==> src/rtl/tdr_pkg.sv <==
package tdr_pkg;

    localparam int CW_LEN_W   = 11;
    localparam int CW_LAST    = 15;
    localparam int CW_NOCRC   = 16;
    localparam int CW_EXHAUST = 27;
    localparam int CW_UNDER   = 28;
    localparam int CW_WRAP    = 30;
    localparam int CW_USED    = 31;

    typedef struct packed {
        logic                used;
        logic                wrap;
        logic                nocrc;
        logic                last;
        logic [CW_LEN_W-1:0] len;
    } tdr_ctrl_t;

    typedef enum logic [2:0] {
        ST_IDLE,
        ST_RD_CTRL,
        ST_WT_CTRL,
        ST_WT_ADDR,
        ST_RD_DATA,
        ST_WT_DATA,
        ST_STREAM,
        ST_WB
    } tdr_state_t;

    function automatic tdr_ctrl_t tdr_decode(input logic [31:0] w);
        tdr_ctrl_t c;
        c.used  = w[CW_USED];
        c.wrap  = w[CW_WRAP];
        c.nocrc = w[CW_NOCRC];
        c.last  = w[CW_LAST];
        c.len   = w[CW_LEN_W-1:0];
        return c;
    endfunction

endpackage

==> src/rtl/tdr_ring_ptr.sv <==
module tdr_ring_ptr #(
    parameter int AW = 16
) (
    input  logic          clk,
    input  logic          rst,
    input  logic          advance_i,
    input  logic          wrap_i,
    output logic [AW-1:0] off_o
);
    localparam logic [AW-1:0] STEP = AW'(2);

    always_ff @(posedge clk) begin
        if (rst)
            off_o <= '0;
        else if (advance_i)
            off_o <= wrap_i ? '0 : off_o + STEP;
    end
endmodule

==> src/rtl/tdr_byte_sel.sv <==
module tdr_byte_sel #(
    parameter int BYTES = 4
) (
    input  logic [8*BYTES-1:0]       word_i,
    input  logic [$clog2(BYTES)-1:0] sel_i,
    output logic [7:0]               byte_o
);
    logic [7:0] lane [BYTES];

    for (genvar g = 0; g < BYTES; g++) begin : g_lane
        assign lane[g] = word_i[8*g +: 8];
    end

    assign byte_o = lane[sel_i];
endmodule

==> src/rtl/tx_desc_ring_reader.sv <==
module tx_desc_ring_reader
    import tdr_pkg::*;
#(
    parameter int AW = 16
) (
    input  logic          clk,
    input  logic          rst,
    input  logic          start_i,
    input  logic          halt_i,
    input  logic [AW-1:0] ring_base_i,
    output logic          busy_o,
    output logic          err_o,
    output logic          mem_rd_o,
    output logic          mem_wr_o,
    output logic [AW-1:0] mem_addr_o,
    output logic [31:0]   mem_wdata_o,
    input  logic [31:0]   mem_rdata_i,
    output logic          tx_valid_o,
    input  logic          tx_ready_i,
    output logic [7:0]    tx_data_o,
    output logic          tx_last_o,
    output logic          tx_nocrc_o,
    input  logic          underrun_i
);
    localparam int BYTES = 4;
    localparam int SEL_W = $clog2(BYTES);
    localparam int CNT_W = CW_LEN_W;

    tdr_state_t       state;
    logic [31:0]      ctrl_w;
    tdr_ctrl_t        cur;
    tdr_ctrl_t        fresh;
    logic [AW-1:0]    buf_addr;
    logic [CNT_W-1:0] cnt;
    logic [31:0]      word_q;
    logic [31:0]      wb_val;
    logic             wb_adv;
    logic             wb_inframe;
    logic             wb_stop;
    logic             in_frame;
    logic             halt_pend;
    logic             err_q;
    logic [AW-1:0]    off;
    logic [AW-1:0]    desc_a;
    logic             final_byte;
    logic             streaming;

    assign cur        = tdr_decode(ctrl_w);
    assign fresh      = tdr_decode(mem_rdata_i);
    assign desc_a     = ring_base_i + off;
    assign final_byte = ({1'b0, cnt} + 12'd1) == {1'b0, cur.len};
    assign streaming  = (state == ST_STREAM) && !underrun_i;

    if (AW < 32) begin : g_unused
        logic unused_hi;
        assign unused_hi = ^mem_rdata_i[31:AW];
    end

    tdr_ring_ptr #(.AW(AW)) u_ptr (
        .clk       (clk),
        .rst       (rst),
        .advance_i (state == ST_WB && wb_adv),
        .wrap_i    (cur.wrap),
        .off_o     (off)
    );

    tdr_byte_sel #(.BYTES(BYTES)) u_sel (
        .word_i (word_q),
        .sel_i  (cnt[SEL_W-1:0]),
        .byte_o (tx_data_o)
    );

    always_ff @(posedge clk) begin
        if (rst) begin
            state      <= ST_IDLE;
            ctrl_w     <= '0;
            buf_addr   <= '0;
            cnt        <= '0;
            word_q     <= '0;
            wb_val     <= '0;
            wb_adv     <= 1'b0;
            wb_inframe <= 1'b0;
            wb_stop    <= 1'b0;
            in_frame   <= 1'b0;
            halt_pend  <= 1'b0;
            err_q      <= 1'b0;
        end else begin
            if (halt_i && state != ST_IDLE)
                halt_pend <= 1'b1;
            unique case (state)
                ST_IDLE: begin
                    if (start_i) begin
                        halt_pend <= 1'b0;
                        state     <= ST_RD_CTRL;
                    end
                end
                ST_RD_CTRL: state <= ST_WT_CTRL;
                ST_WT_CTRL: begin
                    ctrl_w <= mem_rdata_i;
                    if (fresh.used) begin
                        if (in_frame) begin
                            wb_val                 <= mem_rdata_i;
                            wb_val[CW_EXHAUST]     <= 1'b1;
                            wb_adv                 <= 1'b0;
                            wb_inframe             <= 1'b0;
                            wb_stop                <= 1'b1;
                            err_q                  <= 1'b1;
                            state                  <= ST_WB;
                        end else begin
                            state <= ST_IDLE;
                        end
                    end else begin
                        state <= ST_WT_ADDR;
                    end
                end
                ST_WT_ADDR: begin
                    buf_addr   <= mem_rdata_i[AW-1:0];
                    cnt        <= '0;
                    wb_val     <= ctrl_w | (32'd1 << CW_USED);
                    wb_adv     <= 1'b1;
                    wb_inframe <= !cur.last;
                    wb_stop    <= 1'b0;
                    state      <= (cur.len == '0) ? ST_WB : ST_RD_DATA;
                end
                ST_RD_DATA: state <= ST_WT_DATA;
                ST_WT_DATA: begin
                    word_q <= mem_rdata_i;
                    state  <= ST_STREAM;
                end
                ST_STREAM: begin
                    if (underrun_i) begin
                        wb_val             <= ctrl_w | (32'd1 << CW_USED);
                        wb_val[CW_UNDER]   <= 1'b1;
                        wb_inframe         <= 1'b0;
                        wb_stop            <= 1'b1;
                        err_q              <= 1'b1;
                        state              <= ST_WB;
                    end else if (tx_ready_i) begin
                        cnt <= cnt + 1'b1;
                        if (final_byte)
                            state <= ST_WB;
                        else if (cnt[SEL_W-1:0] == SEL_W'(BYTES-1))
                            state <= ST_RD_DATA;
                    end
                end
                ST_WB: begin
                    in_frame <= wb_inframe;
                    if (!wb_inframe && (wb_stop || halt_pend))
                        state <= ST_IDLE;
                    else
                        state <= ST_RD_CTRL;
                end
                default: state <= ST_IDLE;
            endcase
        end
    end

    always_comb begin
        mem_rd_o   = (state == ST_RD_CTRL) || (state == ST_RD_DATA) ||
                     (state == ST_WT_CTRL && !fresh.used);
        mem_wr_o   = (state == ST_WB);
        mem_wdata_o = wb_val;
        unique case (state)
            ST_RD_CTRL, ST_WB: mem_addr_o = desc_a + AW'(1);
            ST_RD_DATA:        mem_addr_o = buf_addr + AW'(cnt[CNT_W-1:SEL_W]);
            default:           mem_addr_o = desc_a;
        endcase
    end

    assign busy_o     = (state != ST_IDLE);
    assign err_o      = err_q;
    assign tx_valid_o = streaming;
    assign tx_last_o  = streaming && final_byte && cur.last;
    assign tx_nocrc_o = streaming && cur.nocrc;
endmodule

==> config.mk <==
export PLATFORM = sky130hd
export DESIGN_NAME = tx_desc_ring_reader
export DESIGN_NICKNAME = d
export VERILOG_FILES = /design/src/rtl/tdr_pkg.sv /design/src/rtl/tdr_ring_ptr.sv /design/src/rtl/tdr_byte_sel.sv /design/src/rtl/tx_desc_ring_reader.sv
export SDC_FILE = /design/constraint.sdc
export NUM_CORES = 1
export LEC_CHECK = 0
export BUFFER_PORTS_ARGS = -buffer_cell sky130_fd_sc_hd__clkbuf_2
export CORE_MARGIN = 1
export CORE_UTILIZATION = 45
export CTS_CLUSTER_DIAMETER = 40
export DETAILED_ROUTE_END_ITERATION = 12
export PLACE_DENSITY = 0.69
export SETUP_SLACK_MARGIN = 0.1
export SLEW_MARGIN = 40
export SYNTH_ARGS = -nofsm -noshare
export SYNTH_HDL_FRONTEND = slang
export SYNTH_SLANG_ARGS = --single-unit
==> constraint.sdc <==
create_clock -name clk -period 8.07 [get_ports clk]
set_clock_uncertainty 0.15 [all_clocks]
set_input_delay 1.2105 -clock clk [delete_from_list [all_inputs] [get_ports clk]]
set_output_delay 1.2105 -clock clk [all_outputs]
set_load 0.1 [all_outputs]
==> results.ini, run 1 <==
[clock_tree]
post-cts-setup-buffers = 0
clock_sinks = 146
hold_buffers = 0
cts_resized = 0
clk_latency_ns = 0.42
clock_tree.buffer_depth = 2
cts_tree = yes
path_clk_slew_ns = 0.06
clockRootBuffer = clkbuf_16
cts_made_buffers = 17
htreeDepth = 4

[die]
row_count = 47
dieArea_um2 = 17880
die_height_um = 133.7
start_util_pct = 46.57
core_area_um2 = 16760
die_w_um = 133.7
ios = 117

[layout]
final_util_pct = 54.11
drive_gt1_share_pct = 16.21
layout_commonest_cell = nand2_1
layout_common_cells = nand2_1 (232), dfxtp_1 (146), clkbuf_2 (115)
n_antenna_cell = 0
num-nets-final = 1173
syn_to_final_growth_pct = 16.19
fillers = 1624
final_cell_area_um2 = 9069
fin_cells = 1324

[synth]
avgSynthCellArea_um2 = 7.690
yosysTopAreaCellShare_pct = 37.45
yosysSeqAreaShare_pct = 37.45
yosysTopAreaCell = dfxtp_1
synthArstFlopShare_pct = 0
yosys.cell_types.count = 58
synth_edf_count = 0
ys_warn_count = 0
ys_ff_latch = 146
syn-instance-count = 1015
synth_top_flop_cell = dfxtp_1
synth_area_leaders = dfxtp_1 (37%), nand2_1 (11%), a21oi_1 (7.2%)
syn-num-nets = 1096
netlist_area_um2 = 7805

[placed_design]
pre_cts_ws_ns = 2.560
dp.cells = 1293
io_buffers = 116
dpl.hpwl_mm = 14.92
placed_cell_area_um2 = 8492
gp_congestion = 0.9399

[critical_path]
startpoint_type = primary input
critPathArrivalTime_ns = 4.13
crit_type = in2out
endpoint_kind = output port
cp_data_required_time_ns = 6.71
crit_fanout = 4

[timing]
slew_viol_final = 0
layout_setup_ws_ns = 2.576
setup_violations = 0
rsz0062_at_grt = false
hold_viol = 0
worstMarginPinSlew_ns = 0.7275
relSlewSlack_pct = 51.43
max_freq_mhz = 182.0
period_share_pct = 68.08
tns_ns = 0
period_minus_slack_ns = 5.494
whs_ns = 0.3036

[drt]
firstDrtPassIters = 5
dr_total_vias = 7420
drc_errors = 0
ant_nets = 0
routedWlPerCell_um = 16.09
drtIter0Drc = 512
via_per_inst = 5.604
routed_wl_mm = 21.31

[power]
ir_drop_uv = 159.0
p_per_area_nw_per_um2 = 228.7
total_power_mw = 2.074
power_leakage_nw = 3.471

[global_routing]
grt_pass1_wl_mm = 33.91
overflow = 0
grt_antenna_before_repair = 0
grt_usage_pct = 23.86
grt_pass1_vias = 6631
grt_max_degree = 95

[min_path]
hp-class = reg2reg

[outcome]
outcome = complete, no violations

[flow_run]
maxCapViolCount = 0

synth_stat cells (all sizes together), types with 4 or more instances:
cell and n:
o221ai 4, nor2b 9, xnor2 30, dfxtp 146, a31oi 4, a21oi 114, nand4 7, a311oi 30
buf 9, nand2b 9, nand3 51, nand3b 5, and3 11, inv 8, or3 5, clkbuf 57
ha 26, o211ai 8, mux4 8, nor2 95, o21ai 34, xor2 36, a211oi 6, nor3 16
and2 5, nand2 234, a22oi 4, a21o 7, nor4 10
sequential cells by signal, indices dropped and copies added (netlist names):
signal and flops:
buf_addr 16, cnt 11, ctrl_w 31, err_o 1, halt_pend 1, in_frame 1
mem_wdata_o 32, state 3, u_ptr.off_o 15, wb_adv 1, wb_inframe 1, wb_stop 1
word_q 32
where the power goes:
part	switching (mW)	internal, mW
Combinational	0.403	0.107
Sequential	0.0334	0.758
Clock	0.309	0.464
area by class of cell:
cell class | instances | area (um2) | area share, %
multi-input combinational | 795 | 4617 | 50.91
sequential | 146 | 2923 | 32.23
timing repair buffer | 124 | 646.9 | 7.133
clock buffer | 20 | 446.7 | 4.925
tap | 220 | 275.3 | 3.035
clock inverter | 11 | 130.1 | 1.435
inverter | 8 | 30.03 | 0.3311
metal layers:
layer | global-route usage, % | share of wire, % | up-vias
li1 | - | - | 3689
met1 | 31.57 | 45 | 3475
met2 | 38.83 | 47 | 231
met3 | 3.995 | 5.9 | 25
met4 | 8.902 | 1.8 | 0
met5 | 0 | 0 | -
worst max-delay path: stages:
cell	delay (ns)
clkbuf_2	0.08
ha_1	0.35
a21oi_1	0.35
o211ai_4	0.17
a31oi_4	0.22
xor2_2	0.13
or4_4	0.53
nor4b_2	0.30
xnor2_1	0.12
o221ai_2	0.17
clkbuf_2	0.49
worst paths after layout:
path / startpoint / end / slack, ns / cells after the start
worst min-delay path: word_q[22] / word_q[22] / 0.30 / 2
worst min register to register: word_q[22] / word_q[22] / 0.30 / 2
worst max register to register: cnt[0] / state[0] / 4.72 / 9
worst max-delay path: ring_base_i[4] / mem_addr_o[15] / 2.58 / 11
cell families after synthesis:
kind of cell    Yosys count  synth area share [%]
buf+inv                  74                 3.639
mux                      11                 2.693
simple gates            465                 26.10
flops                   146                 37.45
compound gates          226                 18.20
xor+xnor                 66                 7.502
fa+ha+maj                27                 4.424
Power figures use the tool's default switching activity.
==> inputs of run 2 (changes only) <==
==> constraint.sdc (replaced) <==
create_clock -name clk -period 5.6 [get_ports clk]
set_clock_uncertainty 0.15 [all_clocks]
set_input_delay 0.84 -clock clk [delete_from_list [all_inputs] [get_ports clk]]
set_output_delay 0.84 -clock clk [all_outputs]
set_load 0.1 [all_outputs]
==> results.ini, run 2 (same netlist as run 1, synthesis figures left out) <==
[critical_path]
startpoint_type = primary input
critPathArrivalTime_ns = 3.76  ; -0.37 ns
cp_data_required_time_ns = 4.61  ; -2.10 ns
crit_type = in2out
crit_fanout = 4  ; unchanged
endpoint_kind = output port

[global_routing]
grt_usage_pct = 24.53  ; +0.68 points
grt_pass1_vias = 6843  ; +3.2%
grt_max_degree = 87  ; -8.4%
overflow = 0  ; unchanged
grt_pass1_wl_mm = 34.76  ; +2.5%
grt_antenna_before_repair = 0  ; unchanged

[layout]
drive_gt1_share_pct = 16.46  ; +0.24 points
multi_input_area_um2 = 4617  ; unchanged
num-nets-final = 1174  ; +0.085%
final_cell_area_um2 = 9066  ; about the same
n_antenna_cell = 0  ; unchanged
syn_to_final_growth_pct = 16.16  ; about the same
layout_common_cells = nand2_1 (232), dfxtp_1 (146), clkbuf_2 (115)
layout_commonest_cell = nand2_1
fillers = 1620  ; -0.25%
final-seq-area_um2 = 2923  ; unchanged

[timing]
rsz0062_at_grt = false
layout_setup_ws_ns = 0.8483  ; -1.727 ns
relSlewSlack_pct = 51.74  ; +0.31 points
slew_viol_final = 0  ; unchanged
max_freq_mhz = 210.5
period_share_pct = 84.85
hold_viol = 0  ; unchanged
whs_ns = 0.3045  ; +0.0008930 ns
tns_ns = 0  ; unchanged
worstMarginPinSlew_ns = 0.7172  ; -0.01029 ns
setup_violations = 0  ; unchanged
period_minus_slack_ns = 4.752

[power]
ir_drop_uv = 238.0  ; +50%
p_per_area_nw_per_um2 = 327.1  ; +43%
total_power_mw = 2.966  ; +43%
power_leakage_nw = 3.472  ; about the same

[clock_tree]
cts_made_buffers = 17  ; unchanged
hold_buffers = 0  ; unchanged
cts_tree = yes
cts_resized = 0  ; unchanged
clockRootBuffer = clkbuf_16
clk_latency_ns = 0.42  ; about the same
clock_sinks = 146  ; unchanged
clock_tree.buffer_depth = 2  ; unchanged
post-cts-setup-buffers = 0  ; unchanged
path_clk_slew_ns = 0.06  ; about the same
htreeDepth = 4  ; unchanged

[die]
die_height_um = 133.7  ; unchanged
start_util_pct = 46.57  ; unchanged
core_area_um2 = 16760  ; unchanged
die_w_um = 133.7  ; unchanged
dieArea_um2 = 17880  ; unchanged
row_count = 47  ; unchanged
ios = 117  ; unchanged

[placed_design]
placed_cell_area_um2 = 8496  ; about the same
gp_congestion = 0.9070  ; -3.5%
dpl.hpwl_mm = 15.16  ; +1.6%
io_buffers = 116  ; unchanged
pre_cts_ws_ns = 0.8516  ; -1.708 ns

[drt]
routedWlPerCell_um = 16.10  ; about the same
drc_errors = 0  ; unchanged
routed_wl_mm = 21.35  ; +0.21%
dr_total_vias = 7401  ; -0.26%
firstDrtPassIters = 5  ; unchanged
via_per_inst = 5.581  ; -0.41%
drtIter0Drc = 431  ; -16%
ant_nets = 0  ; unchanged

[outcome]
outcome = complete, no violations

[flow_run]
maxCapViolCount = 0  ; unchanged

[min_path]
hp-class = reg2reg

run 2: cell count changes in the layout (fill, tap and decap cells not counted), sizes merged:
cell,before,now
inv,10,13
buf,9,10
bufinv,2,1
clkbuf,135,134
clkinv,6,5
clkinvlp,1,2
run 2: path summary, 6_finish.rpt:
check / start / to / slack (ns) / depth (start not counted)
worst min-delay path: ctrl_w[28] / ctrl_w[28] / 0.30 / 2
worst min register to register: ctrl_w[28] / ctrl_w[28] / 0.30 / 2
worst max register to register: cnt[1] / state[0] / 2.50 / 8
worst max-delay path: ring_base_i[4] / mem_addr_o[15] / 0.85 / 11
run 2: per-layer routing:
layer	track usage, %	wire length [um]	up-vias
li1	-	-	3700
met1	31.94	9635	3451
met2	39.44	9876	206
met3	4.947	1287	44
met4	10.29	552	0
met5	0	0	-
run 2: cell type report:
class                      instances  area share [%]
sequential                       146           32.24
timing repair buffer             125           7.218
clock inverter                    13           1.366
tap                              220           3.036
clock buffer                      19           4.885
multi-input combinational        795           50.92
inverter                           8          0.3312
run 2: metrics by stage:
| step | utilization [%] | instances |
|---|---|---|
| finish | 54.09 | 1326 |
| CTS | 54.07 | 1326 |
| global placement | 50.68 | 1294 |
| detailed placement | 50.69 | 1294 |
| floorplan | - | 1015 |
| global route | 54.09 | 1326 |
run 2: report_power, final:
part           total (mW)  internal [mW]  switching, mW
Sequential           1.14           1.09         0.0470
Clock                1.09          0.630          0.461
Combinational       0.736          0.154          0.582
run 2: worst max-delay path, cell delays in order:
cell      delay [ns]
clkbuf_2        0.08
ha_1            0.36
a21oi_1         0.35
o211ai_4        0.16
a31oi_4         0.22
xor2_2          0.14
or4_4           0.54
nor4b_2         0.28
xnor2_1         0.12
o221ai_2        0.17
clkbuf_2        0.49
